===== src/rtl/fsb_pkg.sv =====
`timescale 1ns/1ps
package fsb_pkg;
   localparam int unsigned LANE_BITS = 9;
   localparam int unsigned MAX_LANES = 4;

   typedef enum logic [1:0] {
      B_HOLD = 2'd0,
      B_LOAD = 2'd1,
      B_STEP = 2'd2
   } burst_op_e;

   function automatic logic [1:0] beat_low(input logic [1:0] base,
                                           input logic [1:0] n,
                                           input logic       xor_order);
      return xor_order ? (base ^ n) : (base + n);
   endfunction
endpackage


===== src/rtl/fsb_ctrl.sv =====
`timescale 1ns/1ps
module fsb_ctrl
   import fsb_pkg::*;
#(
   parameter int unsigned LANES = 4
) (
   input  logic                 clk,
   input  logic                 rst_n,
   input  logic                 en_n,
   input  logic                 sel_a,
   input  logic                 sel_b_n,
   input  logic                 cpu_ld_n,
   input  logic                 cache_ld_n,
   input  logic                 adv_n,
   input  logic                 wr_all_n,
   input  logic                 wr_byte_n,
   input  logic [MAX_LANES-1:0] lane_n,
   input  logic                 doze,
   output burst_op_e            bop,
   output logic [LANES-1:0]     lane_we,
   output logic                 rd_active
);
   logic             active_q, rd_q;
   logic             selected, p_go, c_go, start, load;
   logic             wr_any, cyc_ok, do_wr;
   logic [LANES-1:0] lane_sel, wr_lanes;

   always_comb begin
      lane_sel = ~lane_n[LANES-1:0];
      selected = sel_a & ~sel_b_n;
      p_go     = ~cpu_ld_n & ~en_n;
      c_go     = ~cache_ld_n & ~p_go;
      start    = p_go | c_go;
      load     = start & ~en_n & selected;
      wr_any   = ~wr_all_n | (~wr_byte_n & (|lane_sel));
      wr_lanes = ~wr_all_n ? {LANES{1'b1}} : (~wr_byte_n ? lane_sel : '0);
      cyc_ok   = rst_n & ~doze & (load | (~start & active_q));
      do_wr    = cyc_ok & ~p_go & wr_any;
      lane_we  = do_wr ? wr_lanes : '0;
      if (doze)
         bop = B_HOLD;
      else if (load)
         bop = B_LOAD;
      else if (~start & active_q & ~adv_n)
         bop = B_STEP;
      else
         bop = B_HOLD;
   end

   always_ff @(posedge clk) begin
      if (!rst_n) begin
         active_q <= 1'b0;
         rd_q     <= 1'b0;
      end else if (!doze) begin
         if (load)
            active_q <= 1'b1;
         else if (start)
            active_q <= 1'b0;
         if (cyc_ok)
            rd_q <= ~do_wr;
      end
   end

   assign rd_active = active_q & rd_q;
endmodule


===== src/rtl/fsb_burst.sv =====
`timescale 1ns/1ps
module fsb_burst
   import fsb_pkg::*;
#(
   parameter int unsigned ADDR_W = 6
) (
   input  logic              clk,
   input  logic              rst_n,
   input  burst_op_e         bop,
   input  logic              order_xor,
   input  logic [ADDR_W-1:0] addr_in,
   output logic [ADDR_W-1:0] eff_addr,
   output logic [ADDR_W-1:0] nxt_addr
);
   localparam int unsigned UP_W = ADDR_W - 2;

   logic [UP_W-1:0] up_q;
   logic [1:0]      lo_q, cnt_q;

   assign eff_addr = {up_q, beat_low(lo_q, cnt_q, order_xor)};

   always_comb begin
      unique case (bop)
         B_LOAD:  nxt_addr = addr_in;
         B_STEP:  nxt_addr = {up_q, beat_low(lo_q, cnt_q + 2'd1, order_xor)};
         default: nxt_addr = eff_addr;
      endcase
   end

   always_ff @(posedge clk) begin
      if (!rst_n) begin
         up_q  <= '0;
         lo_q  <= '0;
         cnt_q <= '0;
      end else if (bop == B_LOAD) begin
         up_q  <= addr_in[ADDR_W-1:2];
         lo_q  <= addr_in[1:0];
         cnt_q <= '0;
      end else if (bop == B_STEP) begin
         cnt_q <= cnt_q + 2'd1;
      end
   end
endmodule


===== src/rtl/fsb_array.sv =====
`timescale 1ns/1ps
module fsb_array
   import fsb_pkg::*;
#(
   parameter int unsigned ADDR_W = 6,
   parameter int unsigned LANES  = 4
) (
   input  logic                       clk,
   input  logic [LANES-1:0]           lane_we,
   input  logic [ADDR_W-1:0]          wr_addr,
   input  logic [LANES*LANE_BITS-1:0] wr_data,
   input  logic [ADDR_W-1:0]          rd_addr,
   output logic [LANES*LANE_BITS-1:0] rd_data
);
   localparam int unsigned DEPTH = 1 << ADDR_W;

   for (genvar g = 0; g < LANES; g++) begin : g_lane
      logic [LANE_BITS-1:0] mem [DEPTH];

      always_ff @(posedge clk) begin
         if (lane_we[g])
            mem[wr_addr] <= wr_data[g*LANE_BITS +: LANE_BITS];
      end

      assign rd_data[g*LANE_BITS +: LANE_BITS] = mem[rd_addr];
   end
endmodule


===== src/rtl/fsb_sram.sv =====
`timescale 1ns/1ps
module fsb_sram
   import fsb_pkg::*;
#(
   parameter int unsigned ADDR_W = 6,
   parameter int unsigned LANES  = 4,
   localparam int unsigned DW    = LANES * LANE_BITS
) (
   input  logic                 clk,
   input  logic                 rst_n,
   input  logic                 en_n,
   input  logic                 sel_a,
   input  logic                 sel_b_n,
   input  logic                 cpu_ld_n,
   input  logic                 cache_ld_n,
   input  logic                 adv_n,
   input  logic                 order_xor,
   input  logic [ADDR_W-1:0]    addr,
   input  logic                 wr_all_n,
   input  logic                 wr_byte_n,
   input  logic [MAX_LANES-1:0] lane_n,
   input  logic [DW-1:0]        dq_in,
   input  logic                 oe_n,
   input  logic                 doze,
   output logic [DW-1:0]        dq_out,
   output logic                 dq_drv
);
   if (LANES != 2 && LANES != 4) begin : g_bad_lanes
      $error("fsb_sram: LANES must be 2 or 4");
   end
   if (ADDR_W < 3) begin : g_bad_addr
      $error("fsb_sram: ADDR_W must be at least 3");
   end

   burst_op_e         bop;
   logic [LANES-1:0]  lane_we;
   logic              rd_active;
   logic [ADDR_W-1:0] eff_addr, nxt_addr;
   logic [DW-1:0]     rd_data;

   fsb_ctrl #(.LANES(LANES)) u_ctrl (
      .clk(clk), .rst_n(rst_n), .en_n(en_n), .sel_a(sel_a), .sel_b_n(sel_b_n),
      .cpu_ld_n(cpu_ld_n), .cache_ld_n(cache_ld_n), .adv_n(adv_n),
      .wr_all_n(wr_all_n), .wr_byte_n(wr_byte_n), .lane_n(lane_n), .doze(doze),
      .bop(bop), .lane_we(lane_we), .rd_active(rd_active)
   );

   fsb_burst #(.ADDR_W(ADDR_W)) u_burst (
      .clk(clk), .rst_n(rst_n), .bop(bop), .order_xor(order_xor),
      .addr_in(addr), .eff_addr(eff_addr), .nxt_addr(nxt_addr)
   );

   fsb_array #(.ADDR_W(ADDR_W), .LANES(LANES)) u_array (
      .clk(clk), .lane_we(lane_we), .wr_addr(nxt_addr), .wr_data(dq_in),
      .rd_addr(eff_addr), .rd_data(rd_data)
   );

   assign dq_drv = rd_active & ~oe_n & ~doze;
   assign dq_out = dq_drv ? rd_data : '0;
endmodule


===== config.mk =====
export PLATFORM = sky130hd
export DESIGN_NAME = fsb_sram
export DESIGN_NICKNAME = d
export VERILOG_FILES = /design/src/rtl/fsb_pkg.sv /design/src/rtl/fsb_ctrl.sv /design/src/rtl/fsb_burst.sv /design/src/rtl/fsb_array.sv /design/src/rtl/fsb_sram.sv
export SDC_FILE = /design/constraint.sdc
export NUM_CORES = 2
export LEC_CHECK = 0
export ABC_AREA = 0
export BUFFER_PORTS_ARGS = -buffer_cell sky130_fd_sc_hd__buf_2
export CORE_MARGIN = 1
export CORE_UTILIZATION = 28
export CTS_CLUSTER_SIZE = 28
export DETAILED_ROUTE_END_ITERATION = 7
export HOLD_SLACK_MARGIN = 0.08
export PLACE_DENSITY = 0.42
export SETUP_SLACK_MARGIN = 0.02
export SLEW_MARGIN = 20
export SYNTH_ARGS = -nofsm -noshare
export SYNTH_HDL_FRONTEND = slang
export SYNTH_SLANG_ARGS = --single-unit

===== constraint.sdc =====
create_clock -name clk -period 3.37 [get_ports clk]
set_input_delay 0.1685 -clock clk [delete_from_list [all_inputs] [get_ports clk]]
set_output_delay 0.1685 -clock clk [all_outputs]
set_load 0.01 [all_outputs]

* After elaboration in Yosys (flattened, before gate mapping)
Memories as Yosys holds them, arrays and structs flattened.
Index checks and enable logic that the tools add are counted.
W data, S select, Z words.
** Word-level totals
- Register bits after elaboration :: 10
- Memories kept :: 4
- Output and inout bits :: 37
- Word-level logic and storage cells :: 73
- RAM bits :: 2304
** Memories
- u_array.g_lane[0].mem :: depth 64, bits a word 9, read ports 1, clocked after memory_dff 0, wr ports 1, RTL line fsb_array.sv:18 : logic [LANE_BITS-1:0] mem [DEPTH];
- u_array.g_lane[1].mem :: depth 64, bits a word 9, read ports 1, clocked after memory_dff 0, wr ports 1, RTL line fsb_array.sv:18
- u_array.g_lane[2].mem :: depth 64, bits a word 9, read ports 1, clocked after memory_dff 0, wr ports 1, RTL line fsb_array.sv:18
- u_array.g_lane[3].mem :: depth 64, bits a word 9, read ports 1, clocked after memory_dff 0, wr ports 1, RTL line fsb_array.sv:18
** Operators by class
- Add/sub/neg operators :: 3
- Reduce and logical (&&, ||, !) cells :: 5
- Eq/ne operators :: 2
- Muxes and demuxes :: 20
- Bitwise operators :: 34
** Operators by type and width (number)
- $mux W36 :: 1
- $and A1 B1 Y1 :: 15
- $not A1 Y1 :: 13
- $mux W4 :: 3
- $pmux W6 S2 :: 1
- $mux W1 :: 10
- $mux W2 :: 5
- $add A2 B2 Y2 :: 2
- $not A4 Y4 :: 1
- $reduce_and A2 Y1 :: 2
- $reduce_or A4 Y1 :: 1
- $xor A2 B2 Y2 :: 2
- $or A1 B1 Y1 :: 3
- $add A2 B1 Y2 const B :: 1
- $eq A2 B1 Y1 const B :: 1
- $eq A2 B2 Y1 const B :: 1
- $reduce_bool A2 Y1 :: 1
- $reduce_or A2 Y1 :: 1

* Depth between registers and ports, before layout
- Depth in word-level cells :: 14
- Depth in mapped cells :: 12
- Mapped depth without buffers :: 8

* Modules after synthesis
Synthesis repeated with hierarchy kept, for this count alone.
** Unflattened totals
- Cells, all modules :: 4165
- Area, all modules :: 90441.7 µm²
** By module, submodules not included
- fsb_array :: cells each 4027, instances 1, seq. area each 69186.4 µm², area each 89213.1 µm²
- fsb_burst :: cells each 59, instances 1, seq. area each 160.2 µm², area each 514.2 µm²
- fsb_sram :: cells each 46, instances 1, seq. area each 0.0 µm², area each 464.2 µm²
- fsb_ctrl :: cells each 33, instances 1, seq. area each 40.0 µm², area each 250.2 µm²

* Least setup slack after synthesis
No wires, ideal clock.
- Path type :: reg-to-reg
- From :: reg u_burst.cnt_q[1]
- To :: mem u_array.g_lane[0].mem[19][0] (enable)
- Setup slack :: 0.487 ns
- Required time :: 2.996 ns
- Stages on the path, launching flop included :: 9
- Arrival :: 2.508 ns
- Period minus slack after synthesis :: 2.883 ns
- Library setup time :: 0.374 ns
- Path through :: dfxtp_1 > xnor2_4 > buf_2 > buf_2 > a311oi_1 > o21ai_1 > nand3_1 > clkbuf_1 > nor2_1
** On the way
- Cells in the longest elaborated chain, start to end :: 4
** RTL lines
- start, declared :: RTL line fsb_burst.sv:18 : logic [1:0] lo_q, cnt_q;
- start signal, assigned :: RTL line fsb_burst.sv:40 : cnt_q <= cnt_q + 2'd1;
- $add A2 B1 Y2 :: RTL line fsb_burst.sv:25 : B_STEP: nxt_addr = {up_q, beat_low(lo_q, cnt_q + 2'd1, order_xor)};
- $add A2 B2 Y2 or $xor A2 B2 Y2 (tied branches) :: RTL line fsb_pkg.sv:15 : return xor_order ? (base ^ n) : (base + n);
- $mux W2 :: RTL line fsb_pkg.sv:15
- $pmux W6 S2 * :: RTL line fsb_burst.sv:23 : unique case (bop)
- end, declared :: RTL line fsb_array.sv:18
Every way passes the cells marked *; elsewhere a longest branch is shown, timed or not.

* Final worst setup path
- From :: reg u_burst.cnt_q[0]
- To :: out dq_out[1]
** On the way
- Cells in the longest elaborated chain, start to end :: 4
** RTL lines
- $add A2 B2 Y2 or $xor A2 B2 Y2 (tied branches) :: RTL line fsb_pkg.sv:15
- $mux W2 * :: RTL line fsb_pkg.sv:15
- $mem_v2 Z64 W9 *
- $mux W36 * :: RTL line fsb_sram.sv:59 : assign dq_out = dq_drv ? rd_data : '0;
- end, declared :: RTL line fsb_sram.sv:25 : output logic [DW-1:0] dq_out,
Marked as above.

==> results.yml <==
floorplan:
  fp.dieW_um: 583
  die_h_um: 583
  start_util: 0.281
  row_count: 213
  io_pins: 96
  coreArea_sq_mm: 0.336
  die_area_sq_mm: 0.340
worst_setup_path:
  critPathLaunchType: "register"
  cp.required_ps: 3200
  crit_fanout: 18
  path_class: "reg -> out"
  endpoint_kind: "primary output"
  critPathArrivalTime_ps: 3910
power:
  power-per-cell-area_mw_per_mm2: 506
  finalPower_mw: 60.5
  leakagePower_nw: 39.4
  ir_drop_mv: 0.373
global_routing:
  grt_pass1_wl_um: 454000
  grt_max_degree: 55
  grt_overflow: 0
  antenna_found_initial: 26
  grt.total_usage: 0.188
  grt_pass1_vias: 56757
sta:
  timing.final.ws_setup_ps: -712
  worst_pin_slew_ps: 1150
  rsz0062_at_grt: "true"
  relSlewSlack: 0.232
  drv_slew: 0
  finalHoldViolCount: 0
  max_freq_mhz: 245
  fin_crit_sh: 1.21
  fin_skew_ps: 49.4
  finalSetupViolCount: 36
  fin_crit_ps: 4080
yosys:
  ys_types: 59
  synth_edf_count: 2304
  synth.area.top_cells: "edfxtp_1 (73%), mux4_2 (10%), nand2_1 (2.8%), mux2i_1 (2.6%), a311oi_1 (1.5%)"
  yosysWarnings: 0
  synth_area_leader_cell: "edfxtp_1"
  synth_area_per_cell_sq_um: 17.2
  netlist_instances: 5493
  synth_async_sr_flop_share: 0
  synth_top_flop_cell: "edfxtp_1"
  syn-num-nets: 5554
  syn_area_sq_mm: 0.0946
  synth_seq_cells: 2314
  yosysSeqAreaShare: 0.733
  netlist.area_leader.share: 0.731
clock_network:
  cts_max_level: 4
  cts-root-buf: "clkbuf_16"
  clk_pin_slew_ps: 60
  cts_tree: "built"
  numCtsBuffers: 249
  clock_path_buffers: 4
  clock_sink_count: 2314
  clk_latency_ps: 930
finish:
  final_util: 0.356
  final_layout_size_suffix_gt1_frac: 0.312
  final_cell_mix: "edfxtp_1 (2304), nand2_1 (700), buf_4 (699)"
  fin_nets: 6506
  final_common_cell: "edfxtp_1"
  area_growth_pct: 26.5
place:
  port_buffers: 95
  place_congestion: 0.802
  place_ws_ps: -312
  dp_hpwl_um: 215000
flow_run:
  cap_viol_max_count: 0
routing:
  first_pass_iters: 6
  drt-wirelength-per-cell_um: 29.4
  drc: 0
  vias: 56349
  viasPerCell: 5.05
  drtAntennaViolNets: 0
  wirelength_um: 328000
  drtIter0Drc: 5229
run_status:
  status: "finished, violations left"
  violations: "negative setup slack"
min_path:
  hold_path_class: "in -> reg"
sequential cells by signal, summed over array words and instances (netlist names):
| name | count |
|---|---|
| u_array.g_lane.mem | 2304 |
| u_burst.up_q | 4 |
| u_burst.cnt_q | 2 |
| u_burst.lo_q | 2 |
| u_ctrl.active_q | 1 |
| u_ctrl.rd_q | 1 |
synthesized netlist by cell type (21+ instances only):
cell type  instances
buf_1             52
a211oi_1          24
o31ai_1           39
nand3_1           46
nand2_1          712
nand2b_1          25
nor2_1           344
nor4b_1           23
o221ai_1          60
o21ai_0           89
a21oi_1           75
a31oi_1           72
a41o_1            24
mux4_2           432
o22ai_1           59
nor3_1           144
a311o_1           36
buf_2             47
edfxtp_1        2304
a311oi_1         157
clkbuf_1         280
mux2i_1          250
o221a_1           21
kinds of logic after synthesis:
group / share of synthesized area
DFF: 0.733
muxes: 0.129
buffers and inverters: 0.0173
AOI/OAI and AO/OA: 0.0600
and+or+nand+nor: 0.0587
adders and majority gates: 0.000264
xor gates and xnor gates: 0.00104
critical path, cell delays in order, from the launching register on:
cell	delay, ps
dfxtp_4	370
ha_4	140
nor2b_4	240
buf_4	190
buf_12	150
buf_12	150
bufbuf_16	300
nor2_1	50
mux4_2	530
a2bb2oi_4	210
o211ai_1	230
o2bb2ai_2	210
buf_2	190
what timing repair did:
action	in CTS	in global routing
setup buffers	43	30
hold buffers	58	1
hold endpoints to repair	1340	53
resized for setup	266	117
pin swaps	43	56
gates cloned	18	11
endpoints found under the setup margin	36	45
cell type report:
type	instances	area, sq um
multi-input cells	2778	25300
inverters	3	11.3
fillers	31846	217000
well taps	4515	5650
diodes	11	27.5
repair buffers	1099	11500
clock buffers	307	6530
clock inverters	133	1300
flip-flops and latches	2314	69400
per-layer routing:
layer | GRT usage | up-vias | routed length, um
li1 | - | 24182 | -
met1 | 0.261 | 29997 | 144000
met2 | 0.313 | 1745 | 158000
met3 | 0.0207 | 425 | 16900
met4 | 0.0518 | 0 | 9080
met5 | 0 | - | 0
worst paths after layout:
path                                        from  depth (start not counted)                     endpoint  slack, ps
worst min-delay path                  cache_ld_n                          6             u_burst.cnt_q[1]        190
worst max-delay path            u_burst.cnt_q[0]                         12                    dq_out[1]       -710
worst max register to register  u_burst.cnt_q[0]                         14  u_array.g_lane[1].mem[9][1]         90
worst min register to register  u_burst.cnt_q[1]                          3             u_burst.cnt_q[1]        760
power breakdown:
part	switching, mW	internal [mW]	total, mW	leakage [nW]
Sequential	0.00784	31.6	31.7	20.8
Clock	11.4	15.5	26.9	3.84
Combinational	1.34	0.675	2.02	14.8
Total	12.7	47.8	60.5	39.4
stage by stage:
stage / TNS, ps / area, sq um / instances / hold slack [ps]
2_1_floorplan: 0 / 94600 / 5493 / 267
3_3_place_gp: -78790 / 108000 / 10551 / 478
3_5_place_dp: -23340 / 108000 / 10552 / 484
4_1_cts: -24400 / 119000 / 11110 / 81.9
5_1_grt: -26180 / 120000 / 11152 / 252
6_report: -22130 / 120000 / 11160 / 195
No activity file was read; power rests on OpenSTA's default activity.
